--- src/rtl/pll_lock_pkg.sv ---
package pll_lock_pkg;
    typedef enum logic [1:0] {
        ST_OFF    = 2'd0,
        ST_SETTLE = 2'd1,
        ST_LOCKED = 2'd2
    } lock_state_t;
endpackage

--- src/rtl/pll_settle_timer.sv ---
module pll_settle_timer #(
    parameter int CNT_W = 8
) (
    input  logic             clk,
    input  logic             rst_n,
    input  logic             load,
    input  logic [CNT_W-1:0] load_val,
    input  logic             run,
    output logic             at_zero
);
    logic [CNT_W-1:0] cnt_q;

    always_ff @(posedge clk or negedge rst_n) begin
        if (!rst_n) begin
            cnt_q <= '0;
        end else if (load) begin
            cnt_q <= load_val;
        end else if (run && cnt_q != '0) begin
            cnt_q <= cnt_q - 1'b1;
        end
    end

    assign at_zero = (cnt_q == '0);

    // a reload takes the written settle count
    a_r4_reload: assert property (@(posedge clk) disable iff (!rst_n)
        load |=> cnt_q == $past(load_val));
    // the timer never wraps below zero
    a_r4_no_underflow: assert property (@(posedge clk) disable iff (!rst_n)
        (!load && at_zero) |=> at_zero);
endmodule

--- src/rtl/pll_lock_ctrl.sv ---
module pll_lock_ctrl
    import pll_lock_pkg::*;
#(
    parameter int MULT_W = 11,
    parameter int CNT_W  = 8
) (
    input  logic              clk_slow,
    input  logic              rst_n,
    input  logic              cfg_wr,
    input  logic [MULT_W-1:0] cfg_mult,
    input  logic [CNT_W-1:0]  cfg_settle,
    input  logic              cfg_irq_en,
    output logic              pll_en,
    output logic              pll_bypass,
    output logic              pll_lock,
    output logic              lock_irq,
    output logic [MULT_W:0]   pll_factor
);
    localparam int FACT_W = MULT_W + 1;

    lock_state_t state_q, state_d;
    logic [MULT_W-1:0] mult_q;
    logic              irq_en_q;
    logic              irq_q;
    logic              mult_change;
    logic              tmr_load;
    logic              tmr_zero;

    assign mult_change = cfg_wr && (cfg_mult != mult_q);
    assign tmr_load    = mult_change && (cfg_mult != '0);

    pll_settle_timer #(.CNT_W(CNT_W)) u_timer (
        .clk      (clk_slow),
        .rst_n    (rst_n),
        .load     (tmr_load),
        .load_val (cfg_settle),
        .run      (state_q == ST_SETTLE),
        .at_zero  (tmr_zero)
    );

    always_comb begin
        state_d = state_q;
        if (mult_change) begin
            state_d = (cfg_mult == '0) ? ST_OFF : ST_SETTLE;
        end else begin
            unique case (state_q)
                ST_OFF:    state_d = ST_OFF;
                ST_SETTLE: state_d = tmr_zero ? ST_LOCKED : ST_SETTLE;
                ST_LOCKED: state_d = ST_LOCKED;
                default:   state_d = ST_OFF;
            endcase
        end
    end

    always_ff @(posedge clk_slow or negedge rst_n) begin
        if (!rst_n) begin
            state_q  <= ST_OFF;
            mult_q   <= '0;
            irq_en_q <= 1'b0;
            irq_q    <= 1'b0;
        end else begin
            state_q <= state_d;
            irq_q   <= irq_en_q && (state_q == ST_SETTLE) && (state_d == ST_LOCKED);
            if (cfg_wr) begin
                mult_q   <= cfg_mult;
                irq_en_q <= cfg_irq_en;
            end
        end
    end

    always_comb begin
        pll_en     = (state_q != ST_OFF);
        pll_lock   = (state_q == ST_LOCKED);
        pll_bypass = !pll_lock;
        lock_irq   = irq_q;
        pll_factor = FACT_W'(mult_q) + FACT_W'(1);
    end

    // an interrupt pulse only accompanies a rising lock
    a_r6_irq_on_rise: assert property (@(posedge clk_slow) disable iff (!rst_n)
        lock_irq |-> (pll_lock && !$past(pll_lock)));
    // the pulse lasts one cycle
    a_r6_irq_single: assert property (@(posedge clk_slow) disable iff (!rst_n)
        lock_irq |=> !lock_irq);
    // a changing nonzero write unlocks and powers the PLL
    a_r3_change_unlocks: assert property (@(posedge clk_slow) disable iff (!rst_n)
        (cfg_wr && cfg_mult != '0 && FACT_W'(cfg_mult) + FACT_W'(1) != pll_factor)
        |=> (!pll_lock && pll_en));
    // repeating the held multiplier keeps the lock
    a_r5_same_keeps_lock: assert property (@(posedge clk_slow) disable iff (!rst_n)
        (cfg_wr && FACT_W'(cfg_mult) + FACT_W'(1) == pll_factor && pll_lock) |=> pll_lock);
    // a powered-down PLL is never locked
    a_r7_off_unlocked: assert property (@(posedge clk_slow) disable iff (!rst_n)
        !pll_en |-> !pll_lock);
endmodule

--- config.mk ---
export PLATFORM = sky130hd
export DESIGN_NAME = pll_lock_ctrl
export DESIGN_NICKNAME = d
export VERILOG_FILES = /design/src/rtl/pll_lock_pkg.sv /design/src/rtl/pll_settle_timer.sv /design/src/rtl/pll_lock_ctrl.sv
export SDC_FILE = /design/constraint.sdc
export NUM_CORES = 1
export LEC_CHECK = 0
export ABC_AREA = 1
export BUFFER_PORTS_ARGS = -buffer_cell sky130_fd_sc_hd__buf_2
export CORE_MARGIN = 1
export CORE_UTILIZATION = 57
export CTS_CLUSTER_SIZE = 8
export DETAILED_ROUTE_END_ITERATION = 10
export PLACE_DENSITY = 0.88
export SLEW_MARGIN = 20
export SYNTH_ARGS = -nofsm -noshare
export SYNTH_HDL_FRONTEND = slang
export SYNTH_HIERARCHICAL = 1
export SYNTH_SLANG_ARGS = --single-unit
--- constraint.sdc ---
create_clock -name clk_slow -period 3.2 [get_ports clk_slow]
set_clock_uncertainty 0.2 [all_clocks]
set_input_delay 0.32 -clock clk_slow [delete_from_list [all_inputs] [get_ports clk_slow]]
set_output_delay 0.32 -clock clk_slow [all_outputs]
set_load 0.03 [all_outputs]
After elaboration in Yosys (flattened, before gate mapping)
Index checks and enable logic that the tools add are counted.
{"block": "totals", "elab_cells": 29, "output_inout_bits": 16, "ff_bits": 23}
{"block": "classes", "eq_ne": 4, "n_reduce_logical": 12, "add_sub_neg": 2, "muxes": 6}
{"cell": "$mux 8", "n": 2}
{"cell": "$add 11x1->12 const B", "n": 1}
{"cell": "$logic_not 11->1", "n": 1}
{"cell": "$ne 11x11->1", "n": 1}
{"cell": "$reduce_bool 11->1", "n": 1}
{"cell": "$logic_not 8->1", "n": 1}
{"cell": "$reduce_bool 8->1", "n": 1}
{"cell": "$sub 8x1->8 const B", "n": 1}
{"cell": "$logic_and 1x1->1", "n": 5}
{"cell": "$eq 2x2->1 const B", "n": 2}
{"cell": "$mux 2", "n": 2}
{"cell": "$pmux 2 s2", "n": 1}
{"cell": "$reduce_bool 2->1", "n": 2}
{"cell": "$eq 2x1->1 const B", "n": 1}
{"cell": "$logic_not 1->1", "n": 1}
{"cell": "$mux 1", "n": 1}

Logic depth before layout (Yosys ltp)
Gate-level depths: netlist of the first run.
{"block": "logic_depth", "depth_word": 6, "ltp_mapped": 13, "ltp_nobuf": 13}

Modules after synthesis
The synthesis of the first run kept the hierarchy.
{"mod": "pll_lock_ctrl", "cells_per_inst": 131, "area_each_um2": 1016.0, "n_inst": 1, "seq_area_each_um2": 375.4}
{"mod": "pll_settle_timer", "cells_per_inst": 93, "area_each_um2": 596.8, "n_inst": 1, "seq_area_each_um2": 200.2}

Least setup slack after synthesis of the first run
No wires, ideal clock.
{"block": "synth_path", "path_kind": "register to output", "start": "register mult_q[0]", "end": "output port pll_factor[10]", "required_ps": 2680, "stages_incl_launch_ff": 9, "arrival_time_ps": 1608, "path_slack_ps": 1072, "cell_sequence": "dfrtp_1 > ha_1 > nand2_1 > nor2_2 > nand3_2 > nor2_2 > nand2_2 > nor3_2 > xor2_1"}
{"block": "synth_between", "elab_chain_cells": 1}
{"item": "from (decl)", "line": "pll_lock_ctrl.sv:22", "source": "logic [MULT_W-1:0] mult_q;"}
{"item": "from (signal assigned)", "line": "pll_lock_ctrl.sv:65", "source": "mult_q <= cfg_mult;"}
{"item": "$add 11x1->12", "line": "pll_lock_ctrl.sv:76", "source": "pll_factor = FACT_W'(mult_q) + FACT_W'(1);"}
{"item": "to (decl)", "line": "pll_lock_ctrl.sv:17", "source": "output logic [MULT_W:0] pll_factor"}
No other way between the ends.

Final worst setup path of the first run
{"block": "layout_path", "start": "register mult_q[1]", "end": "output port pll_factor[10]"}
The elaborated chain is that of the path after synthesis.

==> impl_metrics.tcl, run 1 <==
set metrics [dict create \
    status "complete, no violations" \
    leakagePower_nw 1.016 \
    seq_area_frac_synth 0.3569 \
    crit_path_max_incr_delay_ns 0.42 \
    core-area_um2 2567 \
    grt_setup_unrepaired "no" \
    cts_buffers 3 \
    initial_utilization 0.6282 \
    areaGrowthSynthToFinish_pct 15.75 \
    cts_max_level 1 \
    synth_cells 224 \
    setup_tns_ns 0 \
    crit_top_cell "nor2_2" \
    grt_pass1_wl_um 5347 \
    synth_top_area_share 0.3569 \
    worstPathArrival_ns 1.96 \
    max_slew_margin 0.6620 \
    viasPerCell 5.190 \
    clkLatencyLatePin_ns 0.31 \
    wl_um 3383 \
    place.gp.congestion 0.8547 \
    ys_ff_latch 23 \
    power_density_nw_per_um2 412.3 \
    layout.nets 294 \
    cp-end-kind "primary output" \
    cts_buffer_depth 2 \
    period_needed_ns 2.481 \
    cp_max_fo 4 \
    netlist_area_um2 1613 \
    post_drt_wl_per_cell_um 11.51 \
    yosysWarnings 6 \
    crit_slowest_cell "dfrtp_1" \
    drive_gt1_frac 0.2235 \
    synthTopCellsByArea "dfrtp_1 (36%), nand2_1 (17%), inv_1 (7.2%)" \
    setup_viol 0 \
    drc_errors 0 \
    path_buf_inv 1 \
    vdd_drop_max_v 0.0003290 \
    clkTransAtPathRegs_ns 0.13 \
    period_share 0.7753 \
    dp_hpwl_um 2665 \
    antenna_found_initial 0 \
    power.total_w 0.0007696 \
    startpoint_type "flip-flop" \
    drt_first_pass_iters 4 \
    path_class "reg -> out" \
    post_cts_buffers 0 \
    num_rows 18 \
    hp-class "in -> reg" \
    ctsRootBufferMaster "clkbuf_4" \
    drtAntennaViolNets 0 \
    dieArea_um2 3046 \
    diodes 0 \
    cts_sinks 23 \
    drtIter0Drc 44 \
    fin_util 0.7271 \
    track_usage 0.2471 \
    grt_max_degree 24 \
    hold_viol_final 0 \
    critPathTopFamily "simple AND/OR/NAND/NOR gates" \
    maxSlewViolCount 0 \
    syn_nets 253 \
    syn_avg_cell_area_um2 7.200 \
    fp.dieH_um 55.19 \
    max_freq_mhz 403.1 \
    io_buffers 38 \
    drv_cap 0 \
    synth_largest_area_cell "dfrtp_1" \
    tightest_slew_ns 0.5070 \
    grt_overflow 0 \
    cts_tree "built" \
    synth.distinct_cells 22 \
    path_cells "ha_1 -> nand2_1 -> nor2_2 -> nand3_2 -> nor2_2 -> nand2_2 -> nor3_2 -> xor2_1 -> buf_2" \
    ios 39 \
    vias 1526 \
    die_x_um 55.19 \
    crit_required_ns 2.68 \
    grt_pass1_vias 1314 \
]
[per-stage QoR]
| stage | area (um^2) | hold slack, ns | cells | setup WS [ns] |
|---|---|---|---|---|
| floorplan | 1613 | -0.1756 | 224 | 1.072 |
| global placement | 1829 | 0.1216 | 289 | 1.134 |
| detailed placement | 1829 | 0.1191 | 289 | 1.078 |
| CTS | 1867 | 0.01295 | 294 | 0.7110 |
| global route | 1867 | 0.03839 | 294 | 0.5683 |
| finish | 1867 | 0.02160 | 294 | 0.7190 |
[repair_timing]
action,CTS,global route
hold buffers,1,0
hold endpoints to repair,23,0
resized for setup,0,0
[cell usage after synthesis, drive strengths merged]
master / number
clkbuf: 3
inv: 31
a21boi: 2
nor2: 19
nor3: 6
nand2: 74
nand4: 2
clkinv: 1
ha: 6
o21ai: 15
dfrtp: 23
xor2: 10
mux2: 4
nand3: 23
xnor2: 5
[cell families (layout without fill, tap and decap cells)]
logic type | count (synthesis) | in the layout | synth area share
DFF | 23 | 23 | 0.3569
and+or+nand+nor | 124 | 124 | 0.3421
muxes | 4 | 4 | 0.02793
adders and majority gates | 6 | 6 | 0.04655
xor gates and xnor gates | 15 | 15 | 0.08145
AOI/OAI and AO/OA | 17 | 17 | 0.06284
buffers and inverters | 35 | 75 | 0.08223
[per-layer routing]
metal,part of all wire,vias up,global-route usage
li1,-,783,-
met1,0.46,685,0.3052
met2,0.49,56,0.4337
met3,0.045,2,0.03279
met4,0.0030,0,0.09583
met5,0,-,0
[worst register-to-register path: stages (launching register included)]
cell and delay (ns):
dfrtp_1 0.43, inv_1 0.16, nand2_1 0.07, nand2_1 0.06
nand2_1 0.05, nor2_1 0.10, nand3_1 0.12, nand3_1 0.11
inv_1 0.17, inv_1 0.28, nand2_4 0.12, nand2_1 0.08
o21ai_1 0.07
[flip-flops by register name, indices dropped and copies added, names as in the netlist]
signal	count
mult_q	11
u_timer/cnt_q	8
state_q	2
irq_en_q	1
lock_irq	1
[final timing paths]
path,startpoint,endpoint,slack (ns),cells past startpoint
setup reg to reg,mult_q[7]$_DFFE_PN0P_,u_timer/cnt_q[1]$_DFFE_PN0P_,1.07,12
hold / removal,cfg_settle[6],u_timer/cnt_q[6]$_DFFE_PN0P_,0.02,3
hold reg to reg,irq_en_q$_DFFE_PN0P_,irq_en_q$_DFFE_PN0P_,0.37,1
max in group asynchronous,rst_n,u_timer/cnt_q[5]$_DFFE_PN0P_,2.16,2
setup / recovery,mult_q[1]$_DFFE_PN0P_,pll_factor[10],0.72,9
min in group asynchronous,rst_n,mult_q[9]$_DFFE_PN0P_,0.29,2
[cells in the final DEF (no fill, tap or decap)]
| master | count |
|---|---|
| nand2_1 | 71 |
| buf_2 | 38 |
| inv_1 | 31 |
| dfrtp_1 | 23 |
| nand3_1 | 21 |
| nor2_1 | 16 |
| o21ai_0 | 12 |
| xor2_1 | 10 |
| ha_1 | 6 |
| xnor2_1 | 5 |
| mux2_2 | 4 |
| nor3_2 | 3 |
| nor3_1 | 3 |
| nor2_2 | 3 |
| clkbuf_4 | 3 |
| nand3_2 | 2 |
| nand2_2 | 2 |
| a21boi_0 | 2 |
| clkinv_2 | 2 |
| o21ai_1 | 2 |
| nand4_1 | 2 |
| dlygate4sd3_1 | 1 |
| o21ai_4 | 1 |
| nand2_4 | 1 |
[cell type report]
cell class,count,area [um^2]
multi-input cells,166,904.6
clock inverters,1,5.005
well taps,30,37.54
repair buffers,39,200.2
fillers,226,700.7
clock buffers,3,22.52
inverters,32,121.4
flip-flops and latches,23,575.6
[where the power goes]
| group | switching [W] | internal [W] | total [W] |
|---|---|---|---|
| Combinational | 0.000175 | 0.0000950 | 0.000270 |
| Sequential | 0.0000398 | 0.000325 | 0.000364 |
| Clock | 0.0000884 | 0.0000466 | 0.000135 |
Power figures use the tool's default switching activity.
==> run 2: changes to the inputs <==
--- a/config.mk
+++ b/config.mk
@@ -5,13 +5,13 @@
 export SDC_FILE = /design/constraint.sdc
 export NUM_CORES = 1
 export LEC_CHECK = 0
-export ABC_AREA = 1
+export ABC_AREA = 0
 export BUFFER_PORTS_ARGS = -buffer_cell sky130_fd_sc_hd__buf_2
 export CORE_MARGIN = 1
-export CORE_UTILIZATION = 57
+export CORE_UTILIZATION = 47
 export CTS_CLUSTER_SIZE = 8
 export DETAILED_ROUTE_END_ITERATION = 10
-export PLACE_DENSITY = 0.88
+export PLACE_DENSITY = 0.79
 export SLEW_MARGIN = 20
 export SYNTH_ARGS = -nofsm -noshare
 export SYNTH_HDL_FRONTEND = slang
==> constraint.sdc (replaced) <==
create_clock -name clk_slow -period 2.25 [get_ports clk_slow]
set_clock_uncertainty 0.2 [all_clocks]
set_input_delay 0.225 -clock clk_slow [delete_from_list [all_inputs] [get_ports clk_slow]]
set_output_delay 0.225 -clock clk_slow [all_outputs]
set_load 0.03 [all_outputs]
==> run 2 against run 1 <==
Flip-flop and latch count unchanged. Sequential power increased by 35%. Design area up 9.6%. Combinational power grew 39%. Clock-buffer cell count increased by 1. Synthesized area fell by 7.5%. Critical path depth fell by 1. Critical endpoint is now u_timer/cnt_q[3]$_DFFE_PN0P_.
==> impl_metrics.tcl, run 2 <==
set metrics [dict create \
    synth_most_common_cell "dfrtp_1" \
    grt_pass1_wl_um 6189 \
    layout.nets 245 \
    cp-end-kind "flip-flop" \
    multi_input_area_um2 877.1 \
    path_buf_inv 2 \
    antenna_found_initial 0 \
    max_freq_mhz 465.9 \
    place.gp.congestion 0.8748 \
    final_common_cell "buf_2" \
    drv_cap 0 \
    cts_sinks 23 \
    synth_flop_cell "dfrtp_1" \
    cts_buffer_depth 2 \
    dp_hpwl_um 2583 \
    io_buffers 38 \
    crit_path_max_incr_delay_ns 0.53 \
    core-area_um2 3028 \
    drtIter0Drc 79 \
    tightest_slew_ns 0.6720 \
    hp-start "cfg_mult[3]" \
    grt_max_degree 24 \
    path_class "in -> reg" \
    viasPerCell 5.386 \
    netlist_area_um2 1491 \
    place_area_um2 1793 \
    post_cts_buffers 0 \
    cts_max_level 1 \
    path_cells "dlygate4sd3_1 -> buf_2 -> xnor2_2 -> nand4_1 -> o31ai_4 -> nor2_2 -> or4_1 -> o221ai_1" \
    max_slew_margin 0.5479 \
    grt_pass1_vias 1415 \
    crit_required_ns 2.28 \
    maxSlewViolCount 0 \
    ios 39 \
    yosysWarnings 6 \
    synth_common_cells "dfrtp_1 (23), xnor2_1 (17), mux2_2 (10)" \
    period_needed_ns 2.147 \
    dieArea_um2 3402 \
    worstPathArrival_ns 2.18 \
    synthTopCellsByArea "dfrtp_1 (39%), xnor2_1 (10%), mux2_2 (7.6%)" \
    syn_nets 177 \
    die_x_um 58.33 \
    synth_top_area_share 0.3859 \
    vdd_drop_max_v 0.0003386 \
    power_density_nw_per_um2 514.9 \
    setup_viol 0 \
    setup_tns_ns 0 \
    drc_errors 0 \
    status "complete, no violations" \
    timing.critical_path.from "cfg_mult[9]" \
    grt_overflow 0 \
    nFillCells 245 \
    async_flop_share 1.000 \
    clkLatencyLatePin_ns 0.30 \
    post_drt_wl_per_cell_um 14.22 \
    seq_area_frac_synth 0.3859 \
    drtAntennaViolNets 0 \
    wl_um 3684 \
    ys_ff_latch 23 \
    leakagePower_nw 0.9019 \
    syn_avg_cell_area_um2 10.08 \
    largest_reg_flops 11 \
    hp-class "in -> reg" \
    startpoint_type "primary input" \
    r2r-start "mult_q[4]$_DFFE_PN0P_" \
    mostFrequentLayoutCells "buf_2 (35), dfrtp_1 (23), dlygate4sd3_1 (19), xnor2_1 (16), buf_4 (14)" \
    areaGrowthSynthToFinish_pct 37.16 \
    cts_buffers 3 \
    fin_util 0.6756 \
    synth_largest_area_cell "dfrtp_1" \
    fp.dieH_um 58.33 \
    track_usage 0.2381 \
    cp_max_fo 3 \
    period_share 0.9540 \
    vias 1395 \
    initial_utilization 0.4926 \
    diodes 0 \
    synth_edf_count 0 \
    drt_first_pass_iters 4 \
    drive_gt1_frac 0.3488 \
    cts_tree "built" \
    critPathTopFamily "simple AND/OR/NAND/NOR gates" \
    regMostFlops "mult_q" \
    clkTransAtPathRegs_ns 0.12 \
    seqCellArea_um2 575.6 \
    ctsRootBufferMaster "clkbuf_4" \
    synth.distinct_cells 42 \
    hold_viol_final 0 \
    num_rows 20 \
    crit_slowest_cell "dlygate4sd3_1" \
    synth_cells 148 \
    fin_area_um2 2046 \
    largestRegisters "mult_q: 11 flops, u_timer/cnt_q: 8 flops, state_q: 2 flops" \
]
==> run 2: cell types whose count changed after synthesis, sizes merged, moves of 6 or more <==
cell | previous run | this run
nand2 | 74 | 6
nor2 | 19 | 7
mux2 | 4 | 10
nand3 | 23 | 8
xnor2 | 5 | 18
xor2 | 10 | 2
inv | 31 | 8
o21ai | 15 | 4
==> run 2: final timing paths <==
check                                               end  slack (ns)  depth (start not counted)
min in group asynchronous  u_timer/cnt_q[1]$_DFFE_PN0P_        0.21                          2
hold reg to reg                    irq_en_q$_DFFE_PN0P_        0.32                          1
hold / removal                    mult_q[3]$_DFFE_PN0P_        0.02                          2
max in group asynchronous         mult_q[3]$_DFFE_PN0P_        1.30                          2
setup / recovery           u_timer/cnt_q[3]$_DFFE_PN0P_        0.10                          8
setup reg to reg           u_timer/cnt_q[3]$_DFFE_PN0P_        0.16                          6
==> run 2: power by group <==
part | switching [W] | internal (W) | leakage [nW]
clock network | 0.000118 | 0.0000691 | 0.0150
registers | 0.0000390 | 0.000453 | 0.272
logic | 0.000202 | 0.000173 | 0.615
total | 0.000358 | 0.000695 | 0.902
==> run 2: cell type report <==
| type | count | share of cell area |
|---|---|---|
| clock buffer | 4 | 0.01284 |
| tap | 44 | 0.02691 |
| sequential | 23 | 0.2813 |
| multi-input combinational | 110 | 0.4287 |
| timing repair buffer | 69 | 0.2336 |
| inverter | 9 | 0.01651 |
==> run 2: repair_timing <==
item	4_1_cts	5_1_grt
endpoints found under the setup margin	0	8
hold buffers	19	0
resized for setup	0	14
hold endpoints to repair	41	0
==> run 2: kinds of logic (layout without fill, tap and decap cells) <==
| family | Yosys count | count (layout) | synth area share |
|---|---|---|---|
| and+or+nand+nor | 51 | 51 | 0.1938 |
| DFF | 23 | 23 | 0.3859 |
| AOI/OAI and AO/OA | 22 | 22 | 0.1200 |
| xor gates and xnor gates | 20 | 20 | 0.1225 |
| buffers and inverters | 15 | 82 | 0.04530 |
| muxes | 11 | 11 | 0.08222 |
| adders and majority gates | 6 | 6 | 0.05033 |
==> run 2: per-layer routing <==
| layer | track usage | up-vias | wire length [um] |
|---|---|---|---|
| met2 | 0.4269 | 44 | 1974 |
| li1 | - | 677 | - |
| met5 | 0 | - | 0 |
| met4 | 0.07483 | 0 | 30 |
| met1 | 0.2971 | 670 | 1536 |
| met3 | 0.03297 | 4 | 142 |
==> run 2: through the flow <==
stage               hold WS [ns]   power, W  std cells  setup WS (ns)
floorplan                -0.2706  0.0007202        148         0.2033
global placement         0.02969  0.0008208        236         0.1924
global route            0.004968   0.001122        259       -0.01018
finish                   0.01785   0.001053        259         0.1035
detailed placement       0.03051  0.0008357        236       0.008639
CTS                    0.0003518   0.001051        259        0.01400
